===== src/rtl/amws_pkg.sv =====
package amws_pkg;
  typedef enum logic [2:0] {
    ST_IDLE,
    ST_SETUP,
    ST_WAIT,
    ST_END,
    ST_RECOVER
  } amws_state_e;

  localparam int unsigned BSEL_W = 2;
  localparam int unsigned PSEL_W = 2;

  // mask of the in-page word offset bits
  function automatic logic [7:0] page_mask(input logic [PSEL_W-1:0] sel);
    logic [7:0] m;
    case (sel)
      2'd0:    m = 8'h01;
      2'd1:    m = 8'h03;
      default: m = 8'h07;
    endcase
    return m;
  endfunction

  function automatic logic [7:0] beats_minus_one(input logic [BSEL_W-1:0] sel);
    return (8'd1 << sel) - 8'd1;
  endfunction
endpackage


===== src/rtl/amws_dn_cnt.sv =====
module amws_dn_cnt #(
  parameter int unsigned W = 4
) (
  input  logic         clk_i,
  input  logic         rst_ni,
  input  logic         load_i,
  input  logic [W-1:0] val_i,
  input  logic         dec_i,
  output logic         zero_o
);
  logic [W-1:0] cnt_q;

  always_ff @(posedge clk_i or negedge rst_ni) begin
    if (!rst_ni)               cnt_q <= '0;
    else if (load_i)           cnt_q <= val_i;
    else if (dec_i && cnt_q != '0) cnt_q <= cnt_q - 1'b1;
  end

  assign zero_o = (cnt_q == '0);
endmodule


===== src/rtl/amws_beat_trk.sv =====
module amws_beat_trk
  import amws_pkg::*;
#(
  parameter int unsigned OFF_W = 3
) (
  input  logic              clk_i,
  input  logic              rst_ni,
  input  logic              load_i,
  input  logic [BSEL_W-1:0] burst_sel_i,
  input  logic [PSEL_W-1:0] page_sel_i,
  input  logic [OFF_W-1:0]  off_i,
  input  logic              adv_i,
  output logic              last_o,
  output logic              cross_o
);
  logic [OFF_W-1:0]  left_q;
  logic [OFF_W-1:0]  off_q;
  logic [PSEL_W-1:0] psel_q;
  logic [OFF_W-1:0]  mask;
  logic [7:0]        mask_full;
  logic [7:0]        left_full;

  assign mask_full = page_mask(psel_q);
  assign mask      = mask_full[OFF_W-1:0];
  assign left_full = beats_minus_one(burst_sel_i);

  always_ff @(posedge clk_i or negedge rst_ni) begin
    if (!rst_ni) begin
      left_q <= '0;
      off_q  <= '0;
      psel_q <= '0;
    end else if (load_i) begin
      left_q <= left_full[OFF_W-1:0];
      off_q  <= off_i;
      psel_q <= page_sel_i;
    end else if (adv_i) begin
      left_q <= left_q - 1'b1;
      off_q  <= off_q + 1'b1;
    end
  end

  assign last_o  = (left_q == '0);
  // current beat sits on the last word of its page
  assign cross_o = ((off_q & mask) == mask);
endmodule


===== src/rtl/amws_seq.sv =====
module amws_seq
  import amws_pkg::*;
#(
  parameter int unsigned WAIT_W = 4,
  parameter int unsigned REC_W  = 4,
  parameter int unsigned OFF_W  = 3
) (
  input  logic              clk_i,
  input  logic              rst_ni,
  input  logic              start_i,
  input  logic              write_i,
  input  logic [BSEL_W-1:0] burst_sel_i,
  input  logic              page_en_i,
  input  logic [PSEL_W-1:0] page_sel_i,
  input  logic [OFF_W-1:0]  start_off_i,
  input  logic [WAIT_W-1:0] first_wait_i,
  input  logic [WAIT_W-1:0] page_wait_i,
  input  logic [REC_W-1:0]  recover_i,
  input  logic              rdy_i,
  output logic              busy_o,
  output logic              rd_o,
  output logic              wr_o,
  output logic              capture_o,
  output logic              addr_inc_o,
  output logic              done_o
);
  amws_state_e state_q, state_d;

  logic              wr_q, pen_q;
  logic [WAIT_W-1:0] fw_q, pw_q;
  logic [REC_W-1:0]  rec_q;

  logic              accept;
  logic              wait_load, wait_zero, wait_dec;
  logic [WAIT_W-1:0] wait_val;
  logic              rec_load, rec_zero, rec_dec;
  logic              beat_last, beat_cross, beat_adv;
  logic              beat_done, next_in_page;

  assign accept = (state_q == ST_IDLE) && start_i;

  always_ff @(posedge clk_i or negedge rst_ni) begin
    if (!rst_ni) begin
      wr_q  <= 1'b0;
      pen_q <= 1'b0;
      fw_q  <= '0;
      pw_q  <= '0;
      rec_q <= '0;
    end else if (accept) begin
      wr_q  <= write_i;
      pen_q <= page_en_i;
      fw_q  <= first_wait_i;
      pw_q  <= page_wait_i;
      rec_q <= recover_i;
    end
  end

  amws_beat_trk #(.OFF_W(OFF_W)) u_beat (
    .clk_i      (clk_i),
    .rst_ni     (rst_ni),
    .load_i     (accept),
    .burst_sel_i(burst_sel_i),
    .page_sel_i (page_sel_i),
    .off_i      (start_off_i),
    .adv_i      (beat_adv),
    .last_o     (beat_last),
    .cross_o    (beat_cross)
  );

  amws_dn_cnt #(.W(WAIT_W)) u_wait (
    .clk_i (clk_i),
    .rst_ni(rst_ni),
    .load_i(wait_load),
    .val_i (wait_val),
    .dec_i (wait_dec),
    .zero_o(wait_zero)
  );

  amws_dn_cnt #(.W(REC_W)) u_rec (
    .clk_i (clk_i),
    .rst_ni(rst_ni),
    .load_i(rec_load),
    .val_i (rec_q),
    .dec_i (rec_dec),
    .zero_o(rec_zero)
  );

  // ready only matters once the programmed wait has run out
  assign beat_done    = (state_q == ST_WAIT) && wait_zero && rdy_i;
  assign next_in_page = pen_q && !beat_cross;

  always_comb begin
    state_d   = state_q;
    wait_load = 1'b0;
    wait_val  = fw_q;
    wait_dec  = 1'b0;
    rec_load  = 1'b0;
    rec_dec   = 1'b0;
    beat_adv  = 1'b0;
    unique case (state_q)
      ST_IDLE: if (start_i) state_d = ST_SETUP;
      ST_SETUP: begin
        wait_load = 1'b1;
        wait_val  = fw_q;
        state_d   = ST_WAIT;
      end
      ST_WAIT: begin
        wait_dec = 1'b1;
        if (beat_done) state_d = ST_END;
      end
      ST_END: begin
        if (beat_last) begin
          rec_load = 1'b1;
          state_d  = ST_RECOVER;
        end else begin
          beat_adv = 1'b1;
          if (next_in_page) begin
            wait_load = 1'b1;
            wait_val  = pw_q;
            state_d   = ST_WAIT;
          end else begin
            state_d = ST_SETUP;
          end
        end
      end
      ST_RECOVER: begin
        rec_dec = 1'b1;
        if (rec_zero) state_d = ST_IDLE;
      end
      default: state_d = ST_IDLE;
    endcase
  end

  always_ff @(posedge clk_i or negedge rst_ni) begin
    if (!rst_ni) state_q <= ST_IDLE;
    else         state_q <= state_d;
  end

  assign busy_o     = (state_q != ST_IDLE);
  assign rd_o       = (state_q == ST_WAIT) && !wr_q;
  assign wr_o       = (state_q == ST_WAIT) && wr_q;
  assign capture_o  = beat_done && !wr_q;
  assign addr_inc_o = beat_adv;
  assign done_o     = (state_q == ST_RECOVER) && rec_zero;
endmodule


===== config.mk =====
export PLATFORM = sky130hd
export DESIGN_NAME = amws_seq
export DESIGN_NICKNAME = d
export VERILOG_FILES = /design/src/rtl/amws_pkg.sv /design/src/rtl/amws_dn_cnt.sv /design/src/rtl/amws_beat_trk.sv /design/src/rtl/amws_seq.sv
export SDC_FILE = /design/constraint.sdc
export NUM_CORES = 1
export LEC_CHECK = 0
export ABC_AREA = 1
export BUFFER_PORTS_ARGS = -buffer_cell sky130_fd_sc_hd__buf_2
export CAP_MARGIN = 20
export CORE_ASPECT_RATIO = 0.75
export CORE_MARGIN = 2
export CORE_UTILIZATION = 35
export CTS_BUF_LIST = sky130_fd_sc_hd__clkbuf_8
export DETAILED_ROUTE_END_ITERATION = 6
export HOLD_SLACK_MARGIN = 0.15
export PLACE_DENSITY_LB_ADDON = 0.12
export SLEW_MARGIN = 0
export SYNTH_ARGS = -nofsm -noshare
export SYNTH_HDL_FRONTEND = slang
export SYNTH_SLANG_ARGS = --single-unit

===== constraint.sdc =====
create_clock -name clk_i -period 2 [get_ports clk_i]
set_input_delay 0.1 -clock clk_i [delete_from_list [all_inputs] [get_ports clk_i]]
set_output_delay 0.1 -clock clk_i [all_outputs]
set_load 0.01 [all_outputs]

Word-level counts from Yosys, hierarchy flattened
Cells that the tools add are included.
W data, S select, Z words.
- bits in registers: 33
- input port bits: 25
- output and inout bits: 6
- logic and storage cells: 78
- $add $sub $neg: 5
- eq/ne operators: 9
- shifts and indexed selects: 1
- muxes and demuxes: 27
- bitwise logic cells: 1
- reductions and logical operators: 24
- operator list (operator ; count):
    $mux W4 ; 7
    $mux W3 ; 8
    $pmux W3 S5 ; 1
    $logic_and A1 B1 Y1 ; 10
    $logic_not A4 Y1 ; 2
    $mux W1 ; 8
    $reduce_bool A4 Y1 ; 2
    $sub A4 B1 Y4 const B ; 2
    $eq A3 B2 Y1 const B ; 2
    $logic_not A3 Y1 ; 2
    $ne A2 B2 Y1 const B ; 3
    $pmux W3 S2 ; 1
    $reduce_bool A2 Y1 ; 3
    $sub A3 B1 Y3 const B ; 2
    $add A3 B1 Y3 const B ; 1
    $and A3 B3 Y3 ; 1
    $eq A3 B1 Y1 const B ; 1
    $eq A3 B3 Y1 ; 1
    $eq A3 B3 Y1 const B ; 1
    $reduce_and A3 Y1 ; 1
    $reduce_bool A3 Y1 ; 1
    $shl A1 B2 Y3 const A ; 1
    $eq A2 B1 Y1 const B ; 1
    $logic_not A1 Y1 ; 2
    other kinds (3) ; 3

Logic depth before layout (Yosys ltp)
- depth after elaboration: 10
- gate-level depth with buffers: 10

Hierarchy
Synthesis repeated with hierarchy kept, for this count alone.
- cells, all modules: 257
- area, all modules: 1974.4 µm²
- modules (own cells, without submodules) (module ; instances ; cells each ; area each (µm²) ; seq. area each (µm²)):
    amws_seq ; 1 ; 110 ; 933.4 ; 425.4
    amws_dn_cnt ; 2 ; 46 ; 295.3 ; 100.1
    amws_beat_trk ; 1 ; 55 ; 450.4 ; 200.2

Worst setup path after synthesis
OpenSTA, ideal clock, no wires.
- kind: flip-flop to flip-flop
- start: reg state_q[0]
- end: reg u_beat.left_q[2]
- setup time: 0.121 ns
- arrival time: 1.436 ns
- data required time: 1.879 ns
- path slack: 0.443 ns
- stages on the path, launching flop included: 11
- clock period less this slack: 1.557 ns
- cells stage by stage: dfrtp_1 nor2_1 nand3_2 inv_2 buf_2 o21ai_0 o21ai_0 ha_1 nand2_1 nand2_1 o21ai_1
- longest elaborated chain between the ends: 3
- elaborated cells on any way between the ends: 6
- ends and longest elaborated chain (what ; line ; RTL):
    start, declared ; amws_seq.sv:27 ; amws_state_e state_q, state_d;
    start signal, assigned ; amws_seq.sv:136 ; else state_q <= state_d;
    $eq A3 B2 Y1 / $logic_not A3 Y1 (equally long branches) ; amws_seq.sv:100, amws_seq.sv:40 ;
    $mux W1 / $logic_and A1 B1 Y1 (equally long branches) ; amws_seq.sv:100, amws_seq.sv:40 ;
    $reduce_bool A2 Y1 (no line) / $mux W3 (equally long branches) ; -- ;
    end signal, assigned ; amws_beat_trk.sv:33 ; left_q <= left_full[OFF_W-1:0];
    end signal, assigned ; amws_beat_trk.sv:37 ; left_q <= left_q - 1'b1;
    end, declared ; amws_beat_trk.sv:16 ; logic [OFF_W-1:0] left_q;
Parallel ways exist; a longest one is shown, timed or not.
A chain may end at the register's enable or synchronous reset.

Worst setup path in the final report
Same ends and word-level chain as after synthesis.

==> out/results.md <==
* **placed inst area** 1964 um^2
* **maximum fanout along the worst path** 16
* **most used cells in the layout excluding fill and tap cells** sky130_fd_sc_hd__nand2_1 (92), sky130_fd_sc_hd__dfrtp_1 (33), sky130_fd_sc_hd__buf_2 (30)
* **part of the Yosys area used for sequential elements** 0.4718
* **number of cells on the worst hold path** 4
* **number of warnings printed during yosys synthesis** 0
* **Net Sw Power** 0.001424 W
* **number of clock sinks** 33
* **depth of the worst register-to-register path** 10
* **result of the run** completed
* **max-slew headroom at the worst pin** 0.4676
* **maximum number of pins on one net before global-route repair** 34
* **multiplexer share of the synthesized area** 0
* **dominant combinational cell family by area after synthesis** simple AND/OR/NAND/NOR gates
* **number of nets in the synthesized netlist** 253
* **Final GP Congestion** 0.7491
* **global-route congestion overflow total** 0
* **Crit path arrival time** 1.87 ns
* **placeable core region** 4845 um^2
* **final setup violation count** 0
* **first-pass GRT wire length** 6582 um
* **compound-cell area share of the yosys netlist** 0.06719
* **area share of xor/xnor cells in the synthesized design** 0.02502
* **FP Rows** 22
* **maximum clock frequency** 586.0 MHz
* **power per standard cell area** 1454 nW/um^2
* **CTS Buf Count** 5
* **initial standard-cell utilization of the core** 0.3613
* **critical path's largest stage delay** 0.43 ns
* **DR pass1 iterations** 4
* **CP startpoint kind** register
* **post-synthesis share of cell area spent on and, or, nand and nor gates** 0.3274
* **unrepaired setup endpoints after global routing** false
* **remaining number of nets flagged by the antenna check after routing** 0
* **via count normalized by instance count** 4.484
* **final core occ** 0.4638
* **share of the clock period used by the worst path** 0.8532
* **leakage** 1.191 nW
* **Post-route DRC** 0
* **quantity of I/O buffers inserted on ports** 30
* **clock-pin slew on the worst setup and hold paths** 0.07 ns
* **number of library cell types mapped by synthesis** 28
* **Via Count** 1520
* **gate count of the mapped netlist** 223
* **via count of the first global-routing pass** 1402
* **CP Buf/Inv Count** 2
* **antenna violations before repair** 0
* **post-CTS resize count** 0
* **clock period minus worst slack** 1.706 ns
* **Max VDD drop** 0.0005568 V
* **internal power summed over all cells** 0.001843 W
* **sequential share of power** 0.371
* **required time reported for the critical path endpoint** 2.17 ns
* **overall global routing resource usage** 0.1517
* **switching portion of total power** 0.4358
* **clock power share** 0.150
* **Netlist Area Pre-Place** 1750 um^2
* **deepest level of the CTS H-tree** 2
* **classification of the worst-slack hold path** input port to register
* **pre-CTS setup slack** 0.3275 ns
* **final hold violation count** 0
* **Layout Area Growth over Synthesis** 28.38%
* **area share of the largest cell type after synthesis** 0.4718
* **number of violations of the max-capacitance limit** 0
* **number of gates on the worst path with buffers counted** 10
* **Max Transition Viols Final** 0
* **adder and majority cell fraction of the synthesized area** 0.03574
* **final setup margin** 0.2936 ns
* **horizontal extent of the die** 85.66 um
* **area of the die** 5589 um^2
* **aggregate negative setup slack** 0 ns
* **cell type contributing the most total cell area after synthesis** sky130_fd_sc_hd__dfrtp_1
* **maximum root-to-sink buffer count** 2
* **number of antenna cells inserted** 0
* **nets@finish** 308
* **actual transition at the worst max-transition pin** 0.7987 ns
* **number of DRC markers in iteration 0** 87
* **detailed-route wire length** 3912 um
* **flop-to-flop setup slack** 0.29 ns
* **mean cell area of the mapped netlist** 7.849 um^2
* **summed area of non-filler cells in the final layout** 2247 um^2
* **Root Driver** sky130_fd_sc_hd__clkbuf_8
* **half-perimeter wire length of the detailed placement result** 2760 um
* **top post-synthesis cells by area** sky130_fd_sc_hd__dfrtp_1 (47%), sky130_fd_sc_hd__nand2_1 (20%), sky130_fd_sc_hd__inv_1 (4.7%)
* **height of the die** 65.25 um
* **Post-CTS Hold Fix Bufs** 20
* **power share of the combinational group** 0.479
* **number of storage elements in the synthesis netlist** 33
* **most common cell type on the critical path** sky130_fd_sc_hd__nand2_1
* **kind of capture point of the worst setup path** register
* **post-CTS setup-driven buffer insertion count** 0
* **TritonCTS clock tree** done
* **proportion of layout cells with a drive suffix above 1** 0.1900
* **cell-by-cell listing of the critical path** nor2_1 > nand3_2 > buf_4 > nand2_1 > nand2_1 > inv_1 > ha_1 > nand2_1 > nand2_1 > o21ai_1
* **path type of the worst setup path** register to register
* **crit-path leading delay family** simple AND/OR/NAND/NOR gates
* **Crit-path slowest cell** sky130_fd_sc_hd__dfrtp_1
* **maximum clock skew at final layout** 0.007065 ns
* **boundary pin count** 31
* **wire per inst** 11.54 um
* **leading cell type in the layout, fill and taps excluded** sky130_fd_sc_hd__nand2_1
* **clock latency reported for the late side of the worst-skew pair** 0.28 ns
==> logic make-up after synthesis <==
logic type	count (synthesis)
buf+inv	30
fa+ha+maj	5
flops	33
xor+xnor	5
simple gates	130
compound gates	20
==> registers in the layout, summed over array words and instances, names as in the netlist <==
signal         flops
state_q            3
wr_q               1
u_beat.left_q      3
fw_q               4
u_beat.psel_q      2
rec_q              4
u_wait.cnt_q       4
u_beat.off_q       3
u_rec.cnt_q        4
pw_q               4
pen_q              1
==> worst paths after layout <==
check                                       start                           end
max in group asynchronous                  rst_ni   u_beat.off_q[1]$_DFFE_PN0P_
hold / removal                            start_i          rec_q[2]$_DFFE_PN0N_
setup / recovery           state_q[0]$_DFFE_PN0P_  u_beat.left_q[2]$_DFFE_PN0P_
min in group asynchronous                  rst_ni        state_q[0]$_DFFE_PN0P_
hold reg to reg              rec_q[3]$_DFFE_PN0N_          rec_q[3]$_DFFE_PN0N_
setup reg to reg           state_q[0]$_DFFE_PN0P_  u_beat.left_q[2]$_DFFE_PN0P_
==> power by group through the flow <==
stage,registers (W),clock network (W),logic (W)
5_1_grt,0.00125,0.000533,0.00182
2_1_floorplan,0.00116,0,0.00123
3_5_place_dp,0.00122,0,0.00155
3_3_place_gp,0.00122,0,0.00156
6_report,0.00121,0.000490,0.00156
4_1_cts,0.00121,0.000503,0.00159
==> layout make-up <==
class | count | area, um^2
inverter | 26 | 101.3
tap | 60 | 75.07
sequential | 33 | 825.8
clock inverter | 3 | 13.76
clock buffer | 5 | 68.82
fill | 496 | 2597
timing repair buffer | 52 | 365.4
multi-input combinational | 160 | 797.0
==> worst min-delay path, delay by kind of cell <==
kind | cells | cell delay (ns)
simple gates | 3 | 0.23
buf+inv | 1 | 0.11
==> synth_stat cells <==
library cell / number
sky130_fd_sc_hd__nor4_1: 1
sky130_fd_sc_hd__nor2_1: 11
sky130_fd_sc_hd__inv_1: 22
sky130_fd_sc_hd__nor3_2: 2
sky130_fd_sc_hd__nand2_1: 92
sky130_fd_sc_hd__buf_2: 3
sky130_fd_sc_hd__nand2_4: 1
sky130_fd_sc_hd__o211ai_1: 3
sky130_fd_sc_hd__clkinv_2: 1
sky130_fd_sc_hd__nor3_1: 1
sky130_fd_sc_hd__nand3_2: 1
sky130_fd_sc_hd__a21oi_1: 4
sky130_fd_sc_hd__ha_1: 5
sky130_fd_sc_hd__nor2_2: 1
sky130_fd_sc_hd__nand2_2: 2
sky130_fd_sc_hd__dfrtp_1: 33
sky130_fd_sc_hd__xor2_1: 2
sky130_fd_sc_hd__buf_6: 1
sky130_fd_sc_hd__inv_2: 2
sky130_fd_sc_hd__o22ai_1: 2
sky130_fd_sc_hd__o221ai_1: 2
sky130_fd_sc_hd__nand3_4: 1
sky130_fd_sc_hd__o21ai_0: 7
sky130_fd_sc_hd__xnor2_1: 3
sky130_fd_sc_hd__nor2_4: 2
sky130_fd_sc_hd__nand3_1: 15
sky130_fd_sc_hd__o21ai_1: 2
sky130_fd_sc_hd__inv_4: 1
==> routing by layer <==
| layer | track usage | vias up | wire length, um |
|---|---|---|---|
| met2 | 0.2090 | 26 | 1476 |
| met4 | 0.05357 | 0 | 50 |
| met3 | 0.03894 | 5 | 155 |
| met1 | 0.2274 | 675 | 2230 |
| met5 | 0 | - | 0 |
| li1 | - | 814 | - |
==> per-stage QoR <==
stage	hold WS (ns)	instances	power (W)
floorplan	-0.1956	223	0.002393
global placement	0.2291	311	0.002782
detailed placement	0.2267	311	0.002765
CTS	0.1764	339	0.003302
global route	0.1878	339	0.003602
finish	0.1872	339	0.003267
(Power assumes the default switching activity.)
